File: config.mk
export PLATFORM = sky130hd
export DESIGN_NAME = uart9_tx
export DESIGN_NICKNAME = d
export VERILOG_FILES = /design/src/rtl/uart9_tx.sv
export SDC_FILE = /design/constraint.sdc
export NUM_CORES = 1
export LEC_CHECK = 0
export ABC_AREA = 1
export BUFFER_PORTS_ARGS = -buffer_cell sky130_fd_sc_hd__buf_2
export CAP_MARGIN = 20
export CORE_ASPECT_RATIO = 1.2
export CORE_MARGIN = 1
export CORE_UTILIZATION = 40
export CTS_BUF_LIST = sky130_fd_sc_hd__clkbuf_4
export DETAILED_ROUTE_END_ITERATION = 10
export PLACE_DENSITY_LB_ADDON = 0.12
export SKIP_CTS_REPAIR_TIMING = 1
export SLEW_MARGIN = 25
export SYNTH_ARGS = -nofsm -noshare
export SYNTH_HDL_FRONTEND = slang
export SYNTH_SLANG_ARGS = --single-unit
File: constraint.sdc
create_clock -name clk -period 1.8 [get_ports clk]
set_clock_uncertainty 0.05 [all_clocks]
set_input_delay 0.36 -clock clk [delete_from_list [all_inputs] [get_ports clk]]
set_output_delay 0.36 -clock clk [all_outputs]
set_load 0.03 [all_outputs]
File: src/rtl/uart9_tx.sv
module uart9_tx #(
  parameter int DATA_W   = 8,
  parameter int SLICES   = 16,
  parameter int DIV_FAST = 2,
  parameter int DIV_SLOW = 4
) (
  input  logic              clk,
  input  logic              rst_n,
  input  logic              osc_en,
  input  logic              fast_rate,
  input  logic              wr_en,
  input  logic [DATA_W-1:0] wr_data,
  input  logic              ninth_bit,
  input  logic              clr_done,
  output logic              txd,
  output logic              done_flag
);
  localparam int FRAME_W = DATA_W + 2;
  localparam int BIT_W   = $clog2(FRAME_W + 1);
  localparam int SL_W    = $clog2(SLICES);
  localparam int DIV_MAX = (DIV_SLOW > DIV_FAST) ? DIV_SLOW : DIV_FAST;
  localparam int PRE_W   = (DIV_MAX > 2) ? $clog2(DIV_MAX) : 1;
  localparam logic [PRE_W-1:0] FAST_LAST = PRE_W'(DIV_FAST - 1);
  localparam logic [PRE_W-1:0] SLOW_LAST = PRE_W'(DIV_SLOW - 1);
  localparam logic [SL_W-1:0]  SL_LAST   = SL_W'(SLICES - 1);
  localparam logic [BIT_W-1:0] STOP_IDX  = BIT_W'(FRAME_W - 1);

  logic [PRE_W-1:0]   pre_cnt;
  logic [SL_W-1:0]    slice;
  logic [FRAME_W-1:0] shreg;
  logic [BIT_W-1:0]   bit_no;
  logic               pending, active;

  wire [PRE_W-1:0] pre_last = fast_rate ? FAST_LAST : SLOW_LAST;
  wire tick   = osc_en && (pre_cnt >= pre_last);
  wire roll   = tick && (slice == SL_LAST);
  wire busy   = pending | active;
  wire accept = wr_en & ~busy;
  wire last   = active && (bit_no == STOP_IDX);

  always_ff @(posedge clk or negedge rst_n) begin
    if (!rst_n) begin
      pre_cnt <= '0;
      slice   <= '0;
    end else begin
      if (osc_en) pre_cnt <= tick ? '0 : pre_cnt + 1'b1;
      if (tick)   slice   <= slice + 1'b1;
    end
  end

  always_ff @(posedge clk or negedge rst_n) begin
    if (!rst_n) begin
      shreg   <= '1;
      bit_no  <= '0;
      pending <= 1'b0;
      active  <= 1'b0;
      txd     <= 1'b1;
    end else if (accept) begin
      shreg   <= {1'b1, ninth_bit, wr_data};
      pending <= 1'b1;
    end else if (roll) begin
      if (pending) begin
        pending <= 1'b0;
        active  <= 1'b1;
        bit_no  <= '0;
        txd     <= 1'b0;
      end else if (active) begin
        txd    <= shreg[0];
        shreg  <= {1'b1, shreg[FRAME_W-1:1]};
        bit_no <= bit_no + 1'b1;
        if (last) active <= 1'b0;
      end
    end
  end

  always_ff @(posedge clk or negedge rst_n) begin
    if (!rst_n)            done_flag <= 1'b0;
    else if (roll && last) done_flag <= 1'b1;
    else if (clr_done)     done_flag <= 1'b0;
  end
endmodule

==> flow_metrics.env <==
export IMPL_tightest_slew_ns=0.526
export IMPL_min_path_type="in -> reg"
export IMPL_startpoint_type="flop"
export IMPL_initial_core_util_pct=43.3
export IMPL_insertion_delay_ns=0.31
export IMPL_power_density_mw_per_mm2=1170
export IMPL_finalWirelength_mm=2.27
export IMPL_design_die_area_mm2=0.00336
export IMPL_fin_setup_tns_ns=0
export IMPL_cts_tree="done"
export IMPL_fmax_mhz=638
export IMPL_drc=0
export IMPL_drt_pass1_iter_count=2
export IMPL_cts_root_buffer="clkbuf_4"
export IMPL_fillers=297
export IMPL_required_ns=2.01
export IMPL_cp_arrival_ns=1.78
export IMPL_drv_cap=0
export IMPL_yosysTopAreaCell="dfrtp_1"
export IMPL_worstHoldEndpoint="done_flag"
export IMPL_peakVddDrop_uv=720
export IMPL_rsz0062_at_grt="no"
export IMPL_cts_buffer_depth=2
export IMPL_grt_pass1_wl_mm=4.13
export IMPL_clk_pin_slew_ns=0.12
export IMPL_hold_path_depth=2
export IMPL_drive_above_1_share_pct=28.4
export IMPL_reg2reg_setup_slack_ns=0.23
export IMPL_numPortBuffers=16
export IMPL_synthCells=144
export IMPL_grt_pass1_vias=925
export IMPL_antenna_found_initial=0
export IMPL_die_h_um=63.3
export IMPL_setup_viol=0
export IMPL_core_mm2=0.00289
export IMPL_slew_violations=0
export IMPL_min_from="clr_done"
export IMPL_io_pins=17
export IMPL_synth_seq_cells=23
export IMPL_cts_htree_levels=1
export IMPL_r2r_start="pre_cnt[1]"
export IMPL_synth_area_mm2=0.00125
export IMPL_layout_common_cells="nand2_1 (49), buf_2 (16), nand3_1 (13), dfrtp_1 (13), inv_1 (12)"
export IMPL_period_share_pct=87.1
export IMPL_ys_seq_area_share_pct=47.0
export IMPL_end_kind="flop"
export IMPL_p_total_mw=1.62
export IMPL_p_leak_nw=0.689
export IMPL_layout_nets=182
export IMPL_via_per_inst=4.69
export IMPL_clock_sinks=23
export IMPL_vias=919
export IMPL_synth_cell_types=23
export IMPL_area_growth_syn_to_layout_pct=10.3
export IMPL_syn_avg_cell_area_um2=8.70
export IMPL_maxSlewHeadroom_pct=65.0
export IMPL_dpl_hpwl_mm=1.58
export IMPL_reg2reg_depth=7
export IMPL_synth_top_cell_area_share_pct=26.0
export IMPL_period_needed_ns=1.57
export IMPL_yosysWarnings=0
export IMPL_hold_viol=0
export IMPL_grt_max_degree=24
export IMPL_cts_buffers=3
export IMPL_grt_use_total_pct=16.6
export IMPL_gp_congestion=0.755
export IMPL_crit_type="reg -> reg"
export IMPL_grt_ovfl_total=0
export IMPL_drtIter0Drc=11
export IMPL_row_count=21
export IMPL_status="completed"
export IMPL_syn_nets=163
export IMPL_die_w_um=53.1
export IMPL_diodes=0
export IMPL_synthTopCellsByArea="dfrtp_1 (26%), dfstp_2 (21%), nand2_1 (15%), nand3_1 (5.2%), ha_1 (4.0%)"
export IMPL_ant_nets=0
export IMPL_wl_per_cell_um=11.6
export IMPL_worstPathMaxFanout=13
export IMPL_layout_commonest_cell="nand2_1"
export IMPL_timing_rr_end="shreg[0]"
registers in the layout (all words and copies together) (netlist names):
register   count
txd            1
done_flag      1
shreg          9
pre_cnt        2
bit_no         4
slice          4
active         1
pending        1
stage by stage:
step                      setup WS [ns]  instance area, um^2  utilization, %  hold WS (ns)  cells
final                             0.233                 1380            47.8         0.183    196
after global routing             0.0862                 1380            47.8         0.158    196
after CTS                         0.220                 1370            47.4       -0.0382    195
after detailed placement          0.174                 1340            46.4         0.320    191
after global placement            0.237                 1340            46.4         0.319    191
after floorplan                   0.465                 1250               -        0.0144    144
cells in the mapped netlist, drive strengths merged:
| cell | count |
|---|---|
| ha | 4 |
| nor2 | 7 |
| or2 | 1 |
| nand2 | 53 |
| nand4 | 5 |
| dfrtp | 13 |
| dfstp | 10 |
| nor3 | 1 |
| o21ai | 9 |
| buf | 3 |
| xnor2 | 2 |
| inv | 14 |
| xor2 | 3 |
| nand3 | 19 |
worst max-delay path by stage:
stage | endpoint | slack [ns] | cells after the start | from
2_1_floorplan | slice[2] | 0.46 | 6 | pre_cnt[1]
3_3_place_gp | shreg[8] | 0.24 | 8 | fast_rate
3_5_place_dp | shreg[0] | 0.17 | 8 | fast_rate
4_1_cts | shreg[0] | 0.22 | 7 | pre_cnt[1]
5_1_grt | shreg[0] | 0.09 | 7 | pre_cnt[1]
6_report | shreg[0] | 0.23 | 7 | pre_cnt[1]
kinds of logic (layout without fill, tap and decap cells):
| kind of cell | Yosys count | after routing | synth area share (%) |
|---|---|---|---|
| and+or+nand+nor | 86 | 86 | 34.0 |
| buffers and inverters | 17 | 35 | 7.09 |
| AOI/OAI and AO/OA | 9 | 9 | 3.90 |
| xor gates and xnor gates | 5 | 5 | 4.10 |
| DFF | 23 | 23 | 47.0 |
| adders and majority gates | 4 | 4 | 4.00 |
metal layers:
metal	track usage (%)	routed length, um
met3	2.17	59
met1	24.2	1180
met2	24.2	1020
met5	0	0
met4	6.91	15
power by group:
group,internal (mW),total (mW),switching (mW)
logic,0.204,0.510,0.306
registers,0.736,0.858,0.122
clock network,0.102,0.253,0.151
cell type report:
type | instances | area (um^2) | area share [%]
clock buffers | 4 | 30.0 | 2.17
inverters | 14 | 55.1 | 3.99
multi-input cells | 104 | 576 | 41.7
flip-flops and latches | 23 | 588 | 42.6
well taps | 34 | 42.5 | 3.08
repair buffers | 17 | 90.1 | 6.52
worst max-delay path, stage by stage, from the launching register on:
cell     delay [ns]
dfrtp_1        0.42
ha_1           0.30
nand3_2        0.11
nand2_4        0.18
nand3_4        0.19
nand2_2        0.16
nand2_1        0.06
nand2_1        0.06
No activity file was read; power rests on OpenSTA's default activity.
